## config.mk

```make
export PLATFORM = sky130hd
export DESIGN_NAME = qsm_mult
export DESIGN_NICKNAME = d
export VERILOG_FILES = /design/src/rtl/qsm_pkg.sv /design/src/rtl/qsm_pre.sv /design/src/rtl/qsm_square_rom.sv /design/src/rtl/qsm_post.sv /design/src/rtl/qsm_mult.sv
export SDC_FILE = /design/constraint.sdc
export NUM_CORES = 1
export LEC_CHECK = 0
export BUFFER_PORTS_ARGS = -buffer_cell sky130_fd_sc_hd__buf_4
export CORE_AREA = 2 2 93 95
export CTS_CLUSTER_SIZE = 40
export DETAILED_ROUTE_END_ITERATION = 7
export DIE_AREA = 0 0 95 97
export HOLD_SLACK_MARGIN = 0.12
export PLACE_DENSITY = 0.67
export SYNTH_ARGS = -nofsm -noshare
export SYNTH_HDL_FRONTEND = slang
export SYNTH_SLANG_ARGS = --single-unit
export TNS_END_PERCENT = 30
```

## constraint.sdc

```tcl
create_clock -name clk -period 4.6 [get_ports clk]
set_input_delay 0.69 -clock clk [delete_from_list [all_inputs] [get_ports clk]]
set_output_delay 0.69 -clock clk [all_outputs]
set_load 0.005 [all_outputs]
```

## src/rtl/qsm_pkg.sv

```systemverilog
package qsm_pkg;
  // Square of a small table index, evaluated while the tables elaborate.
  function automatic longint unsigned qsm_square(input longint unsigned v);
    return v * v;
  endfunction
endpackage

```

## src/rtl/qsm_pre.sv

```systemverilog
module qsm_pre #(
  parameter int N = 6,
  localparam int AW = N + 1
) (
  input  logic [N-1:0]  op_a,
  input  logic [N-1:0]  op_b,
  output logic [AW-1:0] sum_addr,
  output logic [AW-1:0] dif_addr
);
  logic a_ge_b;

  always_comb begin
    a_ge_b   = (op_a >= op_b);
    sum_addr = {1'b0, op_a} + {1'b0, op_b};
    if (a_ge_b) dif_addr = {1'b0, op_a} - {1'b0, op_b};
    else        dif_addr = {1'b0, op_b} - {1'b0, op_a};
  end

  // the magnitude never exceeds the sum of the operands
  always_comb begin
    assert_dif_le_sum_R3: assert (dif_addr <= sum_addr);
  end
endmodule

```

## src/rtl/qsm_square_rom.sv

```systemverilog
module qsm_square_rom #(
  parameter int AW = 7,
  localparam int DW = 2 * AW,
  localparam int DEPTH = 1 << AW
) (
  input  logic [AW-1:0] addr,
  output logic [DW-1:0] square
);
  import qsm_pkg::*;

  logic [DW-1:0] table_q [DEPTH];

  for (genvar i = 0; i < DEPTH; i++) begin : g_entry
    localparam longint unsigned SQ = qsm_square(longint'(i));
    assign table_q[i] = DW'(SQ);
  end

  assign square = table_q[addr];
endmodule

```

## src/rtl/qsm_post.sv

```systemverilog
module qsm_post #(
  parameter int N = 6,
  localparam int DW = 2 * (N + 1),
  localparam int PW = 2 * N
) (
  input  logic [DW-1:0] sq_sum,
  input  logic [DW-1:0] sq_dif,
  output logic [PW-1:0] product
);
  logic [DW-1:0] delta;

  always_comb begin
    delta   = sq_sum - sq_dif;
    product = delta[DW-1:2];
  end

  // the two squares always differ by a multiple of four
  always_comb begin
    assert_delta_mult4_R4: assert (delta[1:0] == 2'b00);
    assert_sum_ge_dif_R1: assert (sq_sum >= sq_dif);
  end
endmodule

```

## src/rtl/qsm_mult.sv

```systemverilog
module qsm_mult #(
  parameter int N = 6,
  parameter bit REG_STAGE = 1'b1,
  localparam int AW = N + 1,
  localparam int DW = 2 * AW,
  localparam int PW = 2 * N
) (
  input  logic          clk,
  input  logic          rst_n,
  input  logic          in_valid,
  output logic          in_ready,
  input  logic [N-1:0]  in_x,
  input  logic [N-1:0]  in_y,
  output logic          out_valid,
  input  logic          out_ready,
  output logic [PW-1:0] out_product
);
  logic [AW-1:0] sum_addr, dif_addr;
  logic [DW-1:0] sq_sum, sq_dif;
  logic [DW-1:0] post_sum, post_dif;

  qsm_pre #(.N(N)) u_pre (
    .op_a(in_x), .op_b(in_y), .sum_addr(sum_addr), .dif_addr(dif_addr)
  );

  qsm_square_rom #(.AW(AW)) u_rom_sum (.addr(sum_addr), .square(sq_sum));
  qsm_square_rom #(.AW(AW)) u_rom_dif (.addr(dif_addr), .square(sq_dif));

  if (REG_STAGE) begin : g_reg
    logic          hold_q;
    logic [DW-1:0] sum_q, dif_q;
    logic          take;

    assign in_ready  = !hold_q || out_ready;
    assign take      = in_valid && in_ready;
    assign out_valid = hold_q;
    assign post_sum  = sum_q;
    assign post_dif  = dif_q;

    always_ff @(posedge clk) begin
      if (!rst_n) begin
        hold_q <= 1'b0;
      end else if (take) begin
        hold_q <= 1'b1;
      end else if (out_ready) begin
        hold_q <= 1'b0;
      end
    end

    always_ff @(posedge clk) begin
      if (take) begin
        sum_q <= sq_sum;
        dif_q <= sq_dif;
      end
    end

    // an accepted beat is presented on the next cycle
    assert_accept_to_valid_R5: assert property (@(posedge clk) disable iff (!rst_n)
      (in_valid && in_ready) |=> out_valid);

    // the presented product is the one for the accepted operands
    assert_product_matches_R5: assert property (@(posedge clk) disable iff (!rst_n)
      (in_valid && in_ready) |=> (out_product == PW'($past(in_x) * $past(in_y))));

    // a stalled beat holds its value
    assert_stall_hold_R6: assert property (@(posedge clk) disable iff (!rst_n)
      (out_valid && !out_ready) |=> (out_valid && $stable(out_product)));

    // the first cycle after reset is empty
    assert_empty_after_reset_R8: assert property (@(posedge clk)
      !rst_n |=> (!out_valid && in_ready));
  end else begin : g_comb
    assign in_ready  = out_ready;
    assign out_valid = in_valid;
    assign post_sum  = sq_sum;
    assign post_dif  = sq_dif;
  end

  qsm_post #(.N(N)) u_post (
    .sq_sum(post_sum), .sq_dif(post_dif), .product(out_product)
  );
endmodule

```

==> flow_metrics.tcl, run 1 <==
set metrics [dict create \
    cap_violations 0 \
    place_congestion 0.886 \
    htree_levels 1 \
    multi_input_area_sq_um 2970 \
    rr_worst_depth 2 \
    rsz0062_at_grt "false" \
    finalCritPeriodShare 0.802 \
    fin_util 0.539 \
    powerDensity_nw_per_um2 377 \
    place_area_sq_um 4340 \
    pin_count 30 \
    r2r_setup_slack_ps 2990 \
    overflow 0 \
    syn_area_per_cell_sq_um 7.54 \
    required_ps 4610 \
    mostFrequentLayoutCell "nor2_1" \
    final-setup-viol-count 0 \
    cts_tree "yes" \
    grt_pass1_vias 3614 \
    mostFrequentLayoutCells "53 x nor2_1, 51 x nand2_1, 49 x buf_4, 41 x ha_1, 40 x o21ai_0" \
    clockBufferDepth 2 \
    start_kind "input port" \
    worstHoldStart "out_valid" \
    die_w_um 95 \
    postSynthCellCount 535 \
    synth_fp_nets 596 \
    yosysTopAreaCellShare 0.179 \
    fillers 793 \
    cts_buffers 3 \
    finalWirelength_mm 10.4 \
    dp_hpwl_mm 7.79 \
    drive_gt1_frac 0.118 \
    hp-class "reg -> reg" \
    via_per_inst 6.19 \
    area_delta_synth_final_pct 8.65 \
    startpoint "in_x[2]" \
    avgRoutedWirePerCell_um 16.1 \
    path_class "in -> reg" \
    cp-endpoint "g_reg.dif_q[7]" \
    tightest_slew_ps 1090 \
    ys_seq_area_frac 0.184 \
    clock_latency_ps 260 \
    endpoint_kind "flop" \
    slew_headroom 0.265 \
    cts_resized 0 \
    clock-root-buffer "clkbuf_8" \
    period_minus_slack_ps 3690 \
    hold_buffers 0 \
    yosysTopAreaCell "edfxtp_1" \
    start_util 0.496 \
    finalClockSkew_ps 5.75 \
    cp.arrival_ps 3700 \
    final_max_slew_viol_count 0 \
    coreArea_sq_um 8130 \
    firstDrtPassIters 6 \
    cts.sinks 25 \
    grt_antenna_before_repair 0 \
    grt_max_degree 28 \
    min_delay_path_depth 2 \
    synth_top_flop_cell "edfxtp_1" \
    vdd_drop_max_mv 0.128 \
    synth-edff-count 24 \
    grt_usage 0.232 \
    hold_viol 0 \
    r2r-start "out_valid" \
    drt_first_iter_violations 557 \
    synthArstFlopShare 0 \
    clkTransAtPathRegs_ps 80 \
    cp_max_fo 13 \
    status "finished clean" \
    rr_endpoint "g_reg.sum_q[4]" \
    fmax_ghz 0.271 \
    yosys-top-cells-area "edfxtp_1 18%, ha_1 13%, o21ai_0 5.1%, nor2_1 4.9%, a21oi_1 4.8%" \
    drtAntennaViolNets 0 \
    vias 4017 \
    fp.dieArea_sq_um 9220 \
    synthDistinctLibCells 62 \
    rows 33 \
    design_area_sq_um 4380 \
    seqCellArea_sq_um 741 \
    grt_pass1_wl_mm 17.8 \
    drc_errors 0 \
    die_h_um 97 \
    post_cts_buffers 0 \
    fin_nets 606 \
    ys_seq_elements 25 \
    p_leak_nw 1.81 \
    portBuffers 29 \
    yosys_warnings 0 \
    antennaDiodeCount 0 \
    netlist_area_sq_um 4030 \
    finalSetupTns_ps 0 \
]
## worst min-delay path by stage
stage	end	slack, ps
3_3_place_gp	out_valid	520
3_5_place_dp	out_valid	540
5_1_grt	out_valid	590
2_1_floorplan	out_valid	540
6_report	out_valid	540
4_1_cts	out_valid	550
## area by class of cell
class / instances / area share
multi-input combinational: 431 / 0.677
sequential: 25 / 0.169
timing repair buffer: 49 / 0.0839
inverter: 35 / 0.0300
tap: 105 / 0.0300
clock buffer: 4 / 0.0103
## sequential cells by signal, indices dropped and copies added (netlist names)
signal,cells
g_reg.dif_q,12
g_reg.sum_q,12
out_valid,1
## per-stage QoR
stage,hold WS (ps),worst slack (ps),std cells,power (mW)
5_1_grt,588,579,649,1.81
3_5_place_dp,545,666,645,1.52
3_3_place_gp,524,737,645,1.50
4_1_cts,554,948,649,1.64
2_1_floorplan,537,1260,535,1.18
6_report,543,910,649,1.65
## metal layers
layer	track usage	share of wire
met5	0	0
met4	0.0491	0.019
met3	0.0117	0.056
met2	0.397	0.49
met1	0.320	0.44
## where the power goes
| group | total, mW | internal [mW] | leakage, nW | switching, mW |
|---|---|---|---|---|
| Combinational | 1.20 | 0.509 | 1.54 | 0.689 |
| Clock | 0.124 | 0.0617 | 0.0228 | 0.0627 |
| Sequential | 0.333 | 0.314 | 0.245 | 0.0188 |
## critical path, cell delays in order
cell,delay (ps)
buf_4,100
inv_1,40
ha_1,340
a21oi_1,270
o21a_1,220
o21a_1,210
mux2i_4,120
xnor2_1,870
mux2i_1,390
mux2i_1,130
o221ai_1,180
a31oi_1,120
## cells by family after synthesis
kind of cell / Yosys count / synth area share
mux: 13 / 0.0366
flops: 25 / 0.184
buf+inv: 79 / 0.0810
fa+ha+maj: 46 / 0.150
xor+xnor: 19 / 0.0459
other cells: 1 / 0.000930
simple gates: 150 / 0.164
compound gates: 202 / 0.339
## cell usage after synthesis, types with 5 or more instances
master / n
ha_1: 41
o221ai_1: 5
clkbuf_1: 26
o21a_1: 14
o32ai_1: 6
a211oi_1: 19
a21o_1: 7
a221oi_1: 6
nand3_1: 7
xor2_1: 8
a311oi_1: 5
edfxtp_1: 24
inv_1: 34
nor3_1: 13
nor2_1: 53
o21ai_0: 41
mux2i_1: 8
a21oi_1: 39
xnor2_1: 10
o211ai_1: 10
o22ai_1: 8
nand2_1: 51
buf_2: 14
(Power assumes the default switching activity.)
==> run 2, diff against run 1 <==
- ABC_AREA: not set -> 1
- CORE_AREA: 2 2 93 95 -> 2 2 94 96
- DIE_AREA: 0 0 95 97 -> 0 0 96 98
- PLACE_DENSITY: 0.67 -> 0.66
- clock period: 4.6 -> 3.4 ns (I/O delays scaled with it)
==> run 2 against run 1 <==
- wire length is 2.9% lower
- first-iteration DRC count is 56% lower
- clock power increased by 45%
- flip-flop and latch count unchanged
- design area increased by 1.8%
- non-clock buffer count is 2 lower
- highest routed layer unchanged
- core utilization is 1.2 points lower
- count of clock-buffer cells in the layout down 1
==> flow_metrics.tcl, run 2 <==
set metrics [dict create \
    grt_max_degree 25 \
    fillers 876 \
    netlist_area_sq_um 4060 \
    grt_antenna_before_repair 0 \
    drc_errors 0 \
    area_delta_synth_final_pct 9.86 \
    wl_met1_mm 4.41 \
    place_congestion 0.915 \
    ys_seq_area_frac 0.182 \
    mostFrequentLayoutCells "170 x nand2_1, 78 x inv_1, 63 x nand3_1, 47 x buf_4, 43 x a21oi_1" \
    cp.arrival_ps 2940 \
    hp-class "in -> reg" \
    synth_top_flop_cell "edfxtp_1" \
    yosys-top-cells-count "170 x nand2_1, 78 x inv_1, 63 x nand3_1, 44 x a21oi_1, 41 x ha_1" \
    drtAntennaViolNets 0 \
    hold_buffers 0 \
    avgRoutedWirePerCell_um 13.3 \
    rows 34 \
    final_max_slew_viol_count 0 \
    cap_violations 0 \
    drt_first_iter_violations 243 \
    min_delay_path_depth 2 \
    clock_latency_ps 270 \
    vias 4046 \
    clkTransAtPathRegs_ps 90 \
    synthArstFlopShare 0 \
    start_kind "input port" \
    yosysTopAreaCell "edfxtp_1" \
    period_minus_slack_ps 2900 \
    endpoint_kind "flop" \
    antennaDiodeCount 0 \
    synth_most_common_cell "nand2_1" \
    rr_endpoint "g_reg.sum_q[12]" \
    grt_pass1_vias 3681 \
    cts.sinks 25 \
    die_h_um 98 \
    path_class "in -> reg" \
    synth-edff-count 24 \
    yosysTopAreaCellShare 0.177 \
    htree_levels 1 \
    ys_seq_elements 25 \
    finalWirelength_mm 10.1 \
    cts_resized 0 \
    crit_chain "buf_4, inv_1, ha_1, nand2_1, nand2_1, inv_1, nand2_1, nand2_4, nand3_4, nand2_1, nand2_2, ha_1, nand3_1, nand3_1, nand3_1, nand3_1, nand2_1, nand2_1, nand2_1" \
    postSynthCellCount 624 \
    overflow 0 \
    routed.top_layer "met4" \
    slew_headroom 0.620 \
    cp_max_fo 10 \
    fp.dieArea_sq_um 9410 \
    post_cts_buffers 0 \
    dp_cells 760 \
    slowest_delay_ps 420 \
    wl_met2_mm 5.07 \
    fin_nets 718 \
    final-setup-viol-count 0 \
    cts_buffers 3 \
    wl_met3_um 482 \
    required_ps 3440 \
    crit_top_cell "nand2_1" \
    synthDistinctLibCells 44 \
    pin_count 30 \
    drive_gt1_frac 0.152 \
    synth_fp_nets 685 \
    vdd_drop_max_mv 0.184 \
    clockBufferDepth 2 \
    grt_pass1_wl_mm 17.0 \
    rr_worst_depth 2 \
    yosys_warnings 0 \
    syn_area_per_cell_sq_um 6.51 \
    start_util 0.480 \
    firstDrtPassIters 5 \
    tightest_slew_ps 570 \
    r2r_setup_slack_ps 2290 \
    die_w_um 96 \
    finalCritPeriodShare 0.853 \
    fin_cells 764 \
    holdPathEnd "out_valid" \
    portBuffers 29 \
    fmax_ghz 0.345 \
    coreArea_sq_um 8470 \
    rsz0062_at_grt "false" \
    cts_tree "yes" \
    powerDensity_nw_per_um2 521 \
    design_area_sq_um 4460 \
    status "finished clean" \
    yosys-top-cells-area "edfxtp_1 18%, nand2_1 16%, ha_1 13%, nand3_1 7.8%, inv_1 7.2%" \
    via_per_inst 5.30 \
    r2r-start "out_valid" \
    mostFrequentLayoutCell "nand2_1" \
    hold_viol 0 \
    grt_usage 0.224 \
    clock-root-buffer "clkbuf_8" \
    finalSetupTns_ps 0 \
    finalClockSkew_ps 3.07 \
    startpoint "in_x[2]" \
    p_leak_nw 2.30 \
    place_area_sq_um 4410 \
    dp_hpwl_mm 8.15 \
    worstHoldStart "rst_n" \
    slowest_stage "ha_1" \
]
## run 2: changes by cell type in the layout (fill, tap and decap cells not counted), moves of 13 or more
cell / delta
nor2_1: -13
a211oi_1: -19
nand3_1: +56
nand2_1: +119
o21a_1: -13
nand2_2: +13
inv_1: +44
## run 2: layout make-up
type / count / area (sq um) / share of cell area
inverters: 91 / 342 / 0.0765
flip-flops and latches: 25 / 741 / 0.166
clock inverters: 1 / 7.51 / 0.00168
well taps: 108 / 135 / 0.0303
repair buffers: 47 / 353 / 0.0791
multi-input cells: 489 / 2840 / 0.637
clock buffers: 3 / 41.3 / 0.00925
## run 2: cells by family (layout without fill, tap and decap cells)
logic type,count (synthesis),in the layout,synth area share
buf+inv,110,142,0.119
other cells,1,1,0.000923
simple gates,313,313,0.350
fa+ha+maj,45,45,0.146
flops,25,25,0.182
compound gates,113,113,0.157
xor+xnor,17,17,0.0450
## run 2: worst max path at each step
stage	endpoint	slack, ps	cells past startpoint
2_1_floorplan	g_reg.dif_q[10]	580	18
3_3_place_gp	g_reg.dif_q[8]	280	19
3_5_place_dp	g_reg.dif_q[8]	240	19
4_1_cts	g_reg.dif_q[8]	540	19
5_1_grt	g_reg.dif_q[8]	260	19
6_report	g_reg.dif_q[8]	500	19
## run 2: stage by stage
stage / hold slack (ps) / util / total power, mW / setup slack [ps]
3_5_place_dp: 531 / 0.521 / 2.14 / 242
5_1_grt: 491 / 0.527 / 2.57 / 262
2_1_floorplan: 523 / - / 1.66 / 583
6_report: 493 / 0.527 / 2.32 / 498
4_1_cts: 481 / 0.527 / 2.32 / 541
3_3_place_gp: 518 / 0.521 / 2.13 / 275
## run 2: critical path: cells and delay by family
kind | cells | cell delay (ps)
adders and majority gates | 2 | 790
and+or+nand+nor | 14 | 1420
buffers and inverters | 3 | 200
## run 2: power breakdown
part           leakage [nW]  switching [mW]  internal [mW]
logic                  2.03            1.02          0.672
clock network        0.0217          0.0964         0.0831
registers             0.244          0.0226          0.429
total                  2.30            1.14           1.18
## run 2: per-layer routing
layer | track usage | up-vias
li1 | - | 2105
met1 | 0.291 | 1812
met2 | 0.386 | 117
met3 | 0.0100 | 12
met4 | 0.0824 | 0
met5 | 0 | -
==> run 3, diff against run 2 <==
- CORE_AREA: 2 2 94 96 -> 2 2 89 91
- DIE_AREA: 0 0 96 98 -> 0 0 91 93
- PLACE_DENSITY: 0.66 -> 0.73
==> run 3 against run 2 <==
- worst setup slack got worse by 180 ps
- highest routed layer unchanged
- final cell count is 1.8% lower
- total power fell by 1.7%
- global-route usage rose by 1.6 points
==> flow_metrics.tcl, run 3 (synthesis results as in run 2) <==
set metrics [dict create \
    fp.dieArea_sq_um 8460 \
    post_cts_buffers 0 \
    grt_max_degree 25 \
    coreArea_sq_um 7530 \
    htree_levels 1 \
    antennaDiodeCount 0 \
    start_kind "input port" \
    rows 32 \
    clock_latency_ps 260 \
    status "finished clean" \
    die_w_um 91 \
    cts_resized 0 \
    dp_hpwl_mm 7.83 \
    final-setup-viol-count 0 \
    portBuffers 29 \
    drc_errors 0 \
    endpoint_kind "flop" \
    clockBufferDepth 2 \
    fin_ws_ps 315 \
    cts_tree "yes" \
    fin_nets 710 \
    hold_viol 0 \
    place_congestion 0.981 \
    powerDensity_nw_per_um2 520 \
    slowest_stage "clkinv_1" \
    start_util 0.540 \
    rsz0062_at_grt "false" \
    die_h_um 93 \
    pin_count 30 \
    grt_pass1_wl_mm 17.2 \
    drt_first_iter_violations 309 \
    cp.arrival_ps 3100 \
    drtAntennaViolNets 0 \
    path_class "in -> reg" \
    finalClockSkew_ps 2.74 \
    cap_violations 0 \
    via_per_inst 5.48 \
    clock-root-buffer "clkbuf_8" \
    vdd_drop_max_mv 0.207 \
    overflow 0 \
    path_buf_inv 2 \
    cts_buffers 3 \
    drive_gt1_frac 0.140 \
    slew_headroom 0.584 \
    slowest_delay_ps 480 \
    vias 4110 \
    grt_pass1_vias 3858 \
    p_leak_nw 2.26 \
    cpLargestDelayFamily "simple AND/OR/NAND/NOR gates" \
    required_ps 3420 \
    mostFrequentLayoutCell "nand2_1" \
    grt_antenna_before_repair 0 \
    crit_top_cell "nand2_1" \
    tightest_slew_ps 617 \
    finalCritPeriodShare 0.907 \
    fmax_ghz 0.324 \
    area_delta_synth_final_pct 8.10 \
    finalSetupTns_ps 0 \
    cp_max_fo 17 \
    finalWirelength_mm 9.87 \
    firstDrtPassIters 5 \
    hp-class "in -> reg" \
    grt_usage 0.240 \
    pre_cts_ws_ps 117 \
    avgRoutedWirePerCell_um 13.2 \
    final_max_slew_viol_count 0 \
    clkTransAtPathRegs_ps 80 \
    period_minus_slack_ps 3080 \
    cts.sinks 25 \
    crit_chain "buf_4, ha_1, fa_1, xnor2_4, clkinv_1, nand2_1, nand2_1, nor2_1, nor2_1, o21ai_1, o211ai_1, nand3_1, nand2_1" \
    mostFrequentLayoutCells "170 x nand2_1, 78 x inv_1, 63 x nand3_1, 43 x a21oi_1, 41 x ha_1" \
    hold_buffers 0 \
]
## run 3: cell types whose count changed in the layout (fill, tap and decap cells not counted), sizes merged
| cell | delta |
|---|---|
| clkinvlp | -1 |
| buf | -8 |
| clkbuf | +1 |
## run 3: layer usage
layer	vias up	global-route usage	wire, um	share of wire
li1	2080	-	-	-
met1	1871	0.311	4310	0.44
met2	147	0.436	4860	0.49
met3	12	0.0193	580	0.059
met4	0	0.0543	121	0.012
met5	-	0	0	0
## run 3: cell type report
cell class	count	area, sq um
Fill cell	746	3140
Multi-Input combinational cell	489	2840
Sequential cell	25	741
Inverter	91	342
Timing Repair Buffer	39	293
Tap cell	102	128
Clock buffer	4	45.0
## run 3: power breakdown
part           switching, mW  internal, mW
clock                 0.0802        0.0833
sequential            0.0216         0.429
combinational           1.02         0.647
## run 3: worst paths after layout
kind	from	end	slack, ps	cells past startpoint
worst max-delay path	in_x[0]	g_reg.sum_q[8]	320	13
worst min-delay path	rst_n	out_valid	520	2
worst max register to register	out_valid	g_reg.dif_q[5]	2320	2
worst min register to register	out_valid	out_valid	550	2
## run 3: per-stage QoR
step	instances	instance area, sq um	utilization	hold WS, ps	total power, mW
2_1_floorplan	624	4060	-	523	1.66
3_3_place_gp	746	4350	0.577	512	2.09
3_5_place_dp	746	4350	0.577	543	2.10
4_1_cts	750	4390	0.583	523	2.26
5_1_grt	750	4390	0.583	518	2.52
6_report	750	4390	0.583	522	2.28
